==> src/rtl/mux_rx_silo_pkg.sv <==
package mux_rx_silo_pkg;
  localparam int ENTRY_W = 15;
  localparam logic [2:0] STAT_TAG = 3'b111;

  typedef enum logic [1:0] {
    K_NONE,
    K_DIAG,
    K_MODEM,
    K_CHAR
  } kind_t;

  typedef struct packed {
    logic               push;
    logic [ENTRY_W-1:0] word;
    logic               pop;
  } siloCmd_t;
endpackage

==> src/rtl/mux_rx_silo_dp.sv <==
module mux_rx_silo_dp
  import mux_rx_silo_pkg::*;
#(
  parameter int DEPTH = 256,
  parameter int CNT_W = $clog2(DEPTH + 1)
) (
  input  logic             clk,
  input  logic             rstN,
  input  siloCmd_t         cmd,
  output logic [15:0]      rdData,
  output logic [CNT_W-1:0] count,
  output logic             empty,
  output logic             full
);
  localparam int PTR_W = $clog2(DEPTH);
  localparam logic [PTR_W-1:0] LAST = PTR_W'(DEPTH - 1);

  logic [ENTRY_W-1:0] mem [DEPTH];
  logic [PTR_W-1:0]   wrPtr, rdPtr;
  logic               doPush, doPop;

  assign empty  = (count == '0);
  assign full   = (count == CNT_W'(DEPTH));
  assign doPush = cmd.push && !full;
  assign doPop  = cmd.pop && !empty;
  assign rdData = empty ? 16'h0000 : {1'b1, mem[rdPtr]};

  always_ff @(posedge clk) begin
    if (doPush) mem[wrPtr] <= cmd.word;
  end

  always_ff @(posedge clk or negedge rstN) begin
    if (!rstN) begin
      wrPtr <= '0;
      rdPtr <= '0;
      count <= '0;
    end else begin
      if (doPush) wrPtr <= (wrPtr == LAST) ? '0 : wrPtr + 1'b1;
      if (doPop)  rdPtr <= (rdPtr == LAST) ? '0 : rdPtr + 1'b1;
      case ({doPush, doPop})
        2'b10:   count <= count + 1'b1;
        2'b01:   count <= count - 1'b1;
        default: count <= count;
      endcase
    end
  end

  AST_NO_OVERFLOW: assert property (@(posedge clk) disable iff (!rstN)
    count <= CNT_W'(DEPTH));
  AST_FULL_DROP: assert property (@(posedge clk) disable iff (!rstN)
    (cmd.push && full && !cmd.pop) |=> $stable(count));
  AST_EMPTY_POP: assert property (@(posedge clk) disable iff (!rstN)
    (empty && !cmd.push) |=> empty);
endmodule

==> src/rtl/mux_rx_silo_ctl.sv <==
module mux_rx_silo_ctl
  import mux_rx_silo_pkg::*;
#(
  parameter int LINES  = 16,
  parameter int DEPTH  = 256,
  parameter int CNT_W  = $clog2(DEPTH + 1),
  parameter int DIAG_N = 8,
  parameter int TMO_W  = 8
) (
  input  logic              clk,
  input  logic              rstN,
  input  logic [LINES-1:0]  chrValid,
  input  logic [8*LINES-1:0] chrData,
  input  logic [LINES-1:0]  chrParErr,
  input  logic [LINES-1:0]  chrFrmErr,
  input  logic [LINES-1:0]  modemChg,
  input  logic [LINES-1:0]  carrier,
  input  logic              selfTest,
  input  logic              rdEn,
  input  logic [TMO_W-1:0]  tmoCfg,
  input  logic              rxIe,
  input  logic              msTick,
  input  logic [CNT_W-1:0]  count,
  input  logic              empty,
  input  logic              full,
  output siloCmd_t          cmd,
  output logic              irq
);
  localparam int LINE_W = $clog2(LINES);
  localparam int DG_W   = $clog2(DIAG_N + 1);
  localparam logic [CNT_W-1:0] ALARM = CNT_W'((DEPTH * 3) / 4);

  logic [7:0]       holdData [LINES];
  logic [LINES-1:0] holdFull, holdPe, holdFe, holdOv, modemPend;
  logic [DG_W-1:0]  diagLeft;
  logic [DG_W-1:0]  diagCode;
  logic             ovfPend, modemFlag, tmrDone;
  logic [TMO_W-1:0] tmrCnt;

  logic              modemHit, charHit;
  logic [LINE_W-1:0] modemSel, charSel;
  kind_t             kind;
  logic              chOv, chFe, chPe;

  // Fixed-priority pick: lowest-numbered pending line wins.
  always_comb begin
    modemHit = 1'b0;
    modemSel = '0;
    charHit  = 1'b0;
    charSel  = '0;
    for (int i = LINES - 1; i >= 0; i--) begin
      if (modemPend[i]) begin
        modemHit = 1'b1;
        modemSel = LINE_W'(i);
      end
      if (holdFull[i]) begin
        charHit = 1'b1;
        charSel = LINE_W'(i);
      end
    end
  end

  assign diagCode = DG_W'(DIAG_N) - diagLeft;
  assign chOv = holdOv[charSel] | ovfPend;
  assign chFe = holdFe[charSel];
  assign chPe = holdPe[charSel] & ~(chOv & chFe);

  always_comb begin
    if (diagLeft != '0)  kind = K_DIAG;
    else if (modemHit)   kind = K_MODEM;
    else if (charHit)    kind = K_CHAR;
    else                 kind = K_NONE;
  end

  always_comb begin
    cmd.pop  = rdEn;
    cmd.push = (kind != K_NONE);
    case (kind)
      K_DIAG:  cmd.word = {STAT_TAG, 4'h0, 4'(diagCode), 3'b000, 1'b1};
      K_MODEM: cmd.word = {STAT_TAG, 4'(modemSel), 6'b0, carrier[modemSel], 1'b0};
      K_CHAR:  cmd.word = {chOv, chFe, chPe, 4'(charSel), holdData[charSel]};
      default: cmd.word = '0;
    endcase
  end

  // Per-line holding stages for characters and modem reports.
  for (genvar g = 0; g < LINES; g++) begin : gLine
    logic takeChr, takeMdm;
    assign takeChr = (kind == K_CHAR)  && (charSel  == LINE_W'(g));
    assign takeMdm = (kind == K_MODEM) && (modemSel == LINE_W'(g));

    always_ff @(posedge clk or negedge rstN) begin
      if (!rstN) begin
        holdFull[g] <= 1'b0;
        holdData[g] <= '0;
        holdPe[g]   <= 1'b0;
        holdFe[g]   <= 1'b0;
        holdOv[g]   <= 1'b0;
      end else if (chrValid[g]) begin
        holdFull[g] <= 1'b1;
        holdData[g] <= chrData[8*g +: 8];
        holdPe[g]   <= chrParErr[g];
        holdFe[g]   <= chrFrmErr[g];
        holdOv[g]   <= holdFull[g] && !takeChr;
      end else if (takeChr) begin
        holdFull[g] <= 1'b0;
      end
    end

    always_ff @(posedge clk or negedge rstN) begin
      if (!rstN)            modemPend[g] <= 1'b0;
      else if (modemChg[g]) modemPend[g] <= 1'b1;
      else if (takeMdm)     modemPend[g] <= 1'b0;
    end
  end

  always_ff @(posedge clk or negedge rstN) begin
    if (!rstN) begin
      diagLeft  <= '0;
      ovfPend   <= 1'b0;
      modemFlag <= 1'b0;
      tmrCnt    <= '0;
      tmrDone   <= 1'b0;
    end else begin
      if (selfTest)             diagLeft <= DG_W'(DIAG_N);
      else if (kind == K_DIAG)  diagLeft <= diagLeft - 1'b1;

      if (cmd.push && full)           ovfPend <= 1'b1;
      else if (kind == K_CHAR)        ovfPend <= 1'b0;

      if (kind == K_MODEM && !full)   modemFlag <= 1'b1;
      else if (empty)                 modemFlag <= 1'b0;

      if (empty) begin
        tmrCnt  <= '0;
        tmrDone <= 1'b0;
      end else if (msTick && !tmrDone) begin
        tmrCnt <= tmrCnt + 1'b1;
        if (({1'b0, tmrCnt} + 1'b1) >= {1'b0, tmoCfg}) tmrDone <= 1'b1;
      end
    end
  end

  logic alarm, modeImm, modeDly;
  assign alarm   = (count >= ALARM);
  assign modeImm = (tmoCfg == TMO_W'(1));
  assign modeDly = (tmoCfg >= TMO_W'(2));
  assign irq = rxIe && !empty &&
               (alarm || modemFlag || modeImm || (modeDly && tmrDone));

  AST_CHAR_NOT_TAG: assert property (@(posedge clk) disable iff (!rstN)
    (kind == K_CHAR) |-> (cmd.word[14:12] != STAT_TAG));
  AST_TMR_CLEAR: assert property (@(posedge clk) disable iff (!rstN)
    empty |=> (tmrCnt == '0));
  AST_IRQ_EMPTY: assert property (@(posedge clk) disable iff (!rstN)
    empty |-> !irq);
  AST_IMMEDIATE: assert property (@(posedge clk) disable iff (!rstN)
    (rxIe && modeImm && !empty) |-> irq);
  AST_ALARM: assert property (@(posedge clk) disable iff (!rstN)
    (rxIe && count >= ALARM) |-> irq);
endmodule

==> src/rtl/mux_rx_silo.sv <==
module mux_rx_silo
  import mux_rx_silo_pkg::*;
#(
  parameter int LINES  = 16,
  parameter int DEPTH  = 256,
  parameter int DIAG_N = 8,
  parameter int TMO_W  = 8
) (
  input  logic               clk,
  input  logic               rstN,
  input  logic [LINES-1:0]   chrValid,
  input  logic [8*LINES-1:0] chrData,
  input  logic [LINES-1:0]   chrParErr,
  input  logic [LINES-1:0]   chrFrmErr,
  input  logic [LINES-1:0]   modemChg,
  input  logic [LINES-1:0]   carrier,
  input  logic               selfTest,
  input  logic               rdEn,
  input  logic [TMO_W-1:0]   tmoCfg,
  input  logic               rxIe,
  input  logic               msTick,
  output logic [15:0]        rdData,
  output logic               irq
);
  localparam int CNT_W = $clog2(DEPTH + 1);

  siloCmd_t         cmd;
  logic [CNT_W-1:0] count;
  logic             empty, full;

  mux_rx_silo_ctl #(
    .LINES(LINES), .DEPTH(DEPTH), .CNT_W(CNT_W), .DIAG_N(DIAG_N), .TMO_W(TMO_W)
  ) u_ctl (
    .clk(clk), .rstN(rstN),
    .chrValid(chrValid), .chrData(chrData),
    .chrParErr(chrParErr), .chrFrmErr(chrFrmErr),
    .modemChg(modemChg), .carrier(carrier),
    .selfTest(selfTest), .rdEn(rdEn),
    .tmoCfg(tmoCfg), .rxIe(rxIe), .msTick(msTick),
    .count(count), .empty(empty), .full(full),
    .cmd(cmd), .irq(irq)
  );

  mux_rx_silo_dp #(.DEPTH(DEPTH), .CNT_W(CNT_W)) u_dp (
    .clk(clk), .rstN(rstN), .cmd(cmd),
    .rdData(rdData), .count(count), .empty(empty), .full(full)
  );
endmodule

==> config.mk <==
export PLATFORM = sky130hd
export DESIGN_NAME = mux_rx_silo
export DESIGN_NICKNAME = d
export VERILOG_FILES = /design/src/rtl/mux_rx_silo_pkg.sv /design/src/rtl/mux_rx_silo_dp.sv /design/src/rtl/mux_rx_silo_ctl.sv /design/src/rtl/mux_rx_silo.sv
export SDC_FILE = /design/constraint.sdc
export NUM_CORES = 2
export LEC_CHECK = 0
export BUFFER_PORTS_ARGS = -buffer_cell sky130_fd_sc_hd__buf_2
export CAP_MARGIN = 30
export CORE_ASPECT_RATIO = 1.75
export CORE_MARGIN = 5
export CORE_UTILIZATION = 55
export CTS_CLUSTER_SIZE = 8
export DETAILED_ROUTE_END_ITERATION = 8
export PLACE_DENSITY = 0.71
export SETUP_SLACK_MARGIN = 0.5
export SLEW_MARGIN = 25
export SYNTH_ARGS = -nofsm -noshare
export SYNTH_HDL_FRONTEND = slang
export SYNTH_SLANG_ARGS = --single-unit
export TNS_END_PERCENT = 5
==> constraint.sdc <==
create_clock -name clk -period 39.7 [get_ports clk]
set_input_delay 0 -clock clk [delete_from_list [all_inputs] [get_ports clk]]
set_output_delay 0 -clock clk [all_outputs]
set_load 0.05 [all_outputs]
==> results.toml <==
[outcome]
status = "complete, no violations"

[drt]
drc = 0
firstDrtPassIters = 7
antenna_left = 0
wl_um = 457000
viasPerCell = 6.84
drtIter0Drc = 12233
vias = 86966
avgRoutedWirePerCell_um = 35.9

[grt]
grt_max_degree = 257
grtUsageTotal_pct = 30.1
antenna_found_initial = 18
grt_pass1_vias = 90681
grt-ovfl-total = 0
grt_pass1_wl_um = 651000

[timing]
period_share_pct = 19.7
slew_viol_final = 0
maxSlewHeadroom_pct = 18.8
setup_viol = 0
hold_viol_final = 0
clock_skew_ns = 0.0797
fin_setup_tns_ns = 0
fin_ws_ns = 31.87
rsz0062_at_grt = "no"
max_freq_mhz = 128
min_period_ns = 7.83
tightest_slew_ns = 1.22

[power]
p_leak_nw = 62.6
peakVddDrop_uv = 93.3
power_density_nw_per_um2 = 64.9

[placement]
dp_hpwl_um = 256000
io_buffers = 238
place_ws_ns = 32.91
place_congestion = 0.980
postPlaceCellArea_um2 = 166000
place_inst = 11450

[worst_setup_path]
crit_end = "rdData[9]"
startpoint = "u_dp.rdPtr[1]"
reg2reg_slack_ns = 33.35
path_max_fanout = 101
reg2reg_from = "u_ctl.diagLeft[0]"
critPathLaunchType = "flip-flop"
critPathRequiredTime_ns = 39.70
crit_type = "flip-flop to output pin"
r2r_end = "u_dp.mem[187][4]"
reg2reg_depth = 13
endpoint_kind = "output pin"
arrival_ns = 7.83

[layout]
stdcell_area_um2 = 188000
fin_util_pct = 65.2
multi_input_area_um2 = 35500
drive_gt1_share_pct = 29.3
seq_area_um2 = 122000
area_growth_pct = 18.4
fill_cells = 17824
nNetsFinal = 9033
finalNonFillerCells = 12717

[clocking]
cts_max_path_buffers = 4
clk_pin_slew_ns = 0.05
clk_root_buffer_cell = "clkbuf_16"
post-cts-setup-buffer-count = 0
cts_tree = "yes"
cts_max_level = 6
clkLatencyLatePin_ns = 0.93
cts_buffers = 584
clock-sinks = 4088

[floorplan]
die-area_um2 = 300000
die_w_um = 416
initial_utilization_pct = 55.1
fp-row-count = 261
ios = 239
fp.dieH_um = 720
coreArea_um2 = 288000

[synth]
synth-seq-cells = 4088
yosysWarnings = 0
synthFlopType = "edfxtp_1"
async_reset_ff_share_pct = 6.07
synth_cell_types = 81
syn_nets = 7729
synth-edff-count = 3840
synthesis.area_um2 = 159000
synthCells = 7487
avgSynthCellArea_um2 = 21.2
seq_area_frac_synth_pct = 76.6

[min_path]
hold_path_class = "input port to flip-flop"

[job]
drv_cap = 0
-- cell usage in the layout, fill, tap and decap left out, types with 60 or more instances in the layout --
master         instances
a22o_1                99
mux2_2               181
a22oi_1              222
nor2_2                91
a221oi_1              95
a21oi_1              140
mux4_2               982
dlygate4sd3_1        538
o21ai_0               80
nand3_1               88
edfxtp_1            3840
clkbuf_1              60
buf_2                241
dfrtp_1              242
nand2_1              143
nor2_1               245
buf_4                294
clkbuf_16            603
-- report_power, final --
| group | switching [mW] | leakage [nW] | internal, mW |
|---|---|---|---|
| Combinational | 1.81 | 15.4 | 0.912 |
| Clock | 1.71 | 7.66 | 2.68 |
| Sequential | 0.0663 | 39.5 | 5.01 |
| Total | 3.59 | 62.6 | 8.60 |
-- worst min-delay path by stage --
stage,slack (ns),end,depth (start not counted),startpoint
global placement,0.16,u_ctl.holdData[54],1,rstN
CTS,0.01,u_ctl.holdOv[7],3,chrValid[7]
floorplan,-0.30,u_ctl.diagLeft[0],0,rstN
detailed placement,0.16,u_ctl.holdData[22],1,rstN
global route,0.09,u_ctl.holdOv[3],3,chrValid[3]
finish,0.12,u_ctl.holdOv[7],3,chrValid[7]
-- layer usage --
metal | vias to the layer above | share of wire [%] | track usage [%]
met1 | 45320 | 32 | 35.7
met3 | 1678 | 9.4 | 5.98
met4 | 14 | 8.7 | 20.2
met2 | 6163 | 50 | 50.2
li1 | 33791 | - | -
met5 | - | 0.021 | 0
-- cell type report --
cell class / count / share of cell area, %
Sequential cell: 4088 / 64.7
Antenna cell: 11 / 0.0147
Multi-Input combinational cell: 2909 / 18.9
Tap cell: 3813 / 2.54
Inverter: 41 / 0.0826
Timing Repair Buffer: 1167 / 5.41
Clock buffer: 663 / 8.15
Clock inverter: 25 / 0.187
-- synthesized netlist by cell type, types with 45 or more instances --
master / n / area [um^2]
mux2i_1: 45 / 450
mux4_2: 982 / 22100
nor2_1: 358 / 1340
a221oi_1: 95 / 832
a22o_1: 99 / 867
buf_1: 54 / 203
edfxtp_1: 3840 / 115000
o21ai_0: 81 / 405
nand3_1: 91 / 455
buf_4: 58 / 435
mux2_2: 181 / 2040
nor3_1: 56 / 280
nand2_1: 146 / 548
clkbuf_1: 210 / 788
buf_2: 122 / 611
o22ai_1: 54 / 338
dfrtp_1: 248 / 6210
a22oi_1: 222 / 1670
a21oi_1: 142 / 711
-- worst max-delay path, cell delays in order (launching register included) --
cell and delay, ns:
dfrtp_4 0.76, buf_12 0.56, buf_4 0.67, buf_4 0.63, buf_4 0.63, mux4_2 0.33, a22o_1 0.17, a221oi_1 0.06
o22ai_1 0.87, nor3_1 0.23, o21ai_0 0.57, nor2_1 0.13, a211oi_1 0.68, buf_2 0.41
-- kinds of logic after synthesis --
logic type / after synthesis / synth area share (%)
simple gates: 800 / 2.30
flops: 4088 / 76.6
compound gates: 845 / 3.81
buf+inv: 490 / 1.42
mux: 1208 / 15.5
xor+xnor: 36 / 0.199
fa+ha+maj: 20 / 0.158
-- timing repair --
action,4_1_cts,5_1_grt
resized for setup,0,0
hold buffers,539,0
endpoints found under the hold margin,342,0
-- stage by stage --
stage               hold slack (ns)  total power, mW
finish                        0.115             12.2
global route                 0.0871             12.5
floorplan                    -0.296             6.83
CTS                          0.0109             12.2
detailed placement            0.164             7.75
global placement              0.156             7.69
-- flip-flops by register name (all words and copies together), names as in the netlist --
signal / cells
u_ctl.holdData: 128
u_ctl.holdPe: 16
u_ctl.ovfPend: 1
u_ctl.holdFull: 16
u_dp.count: 9
u_ctl.modemFlag: 1
u_ctl.modemPend: 16
u_ctl.holdOv: 16
u_ctl.diagLeft: 4
u_dp.wrPtr: 8
u_ctl.tmrCnt: 8
u_dp.rdPtr: 8
u_ctl.holdFe: 16
u_ctl.tmrDone: 1
u_dp.mem: 3840
No activity file was read; power rests on OpenSTA's default activity.
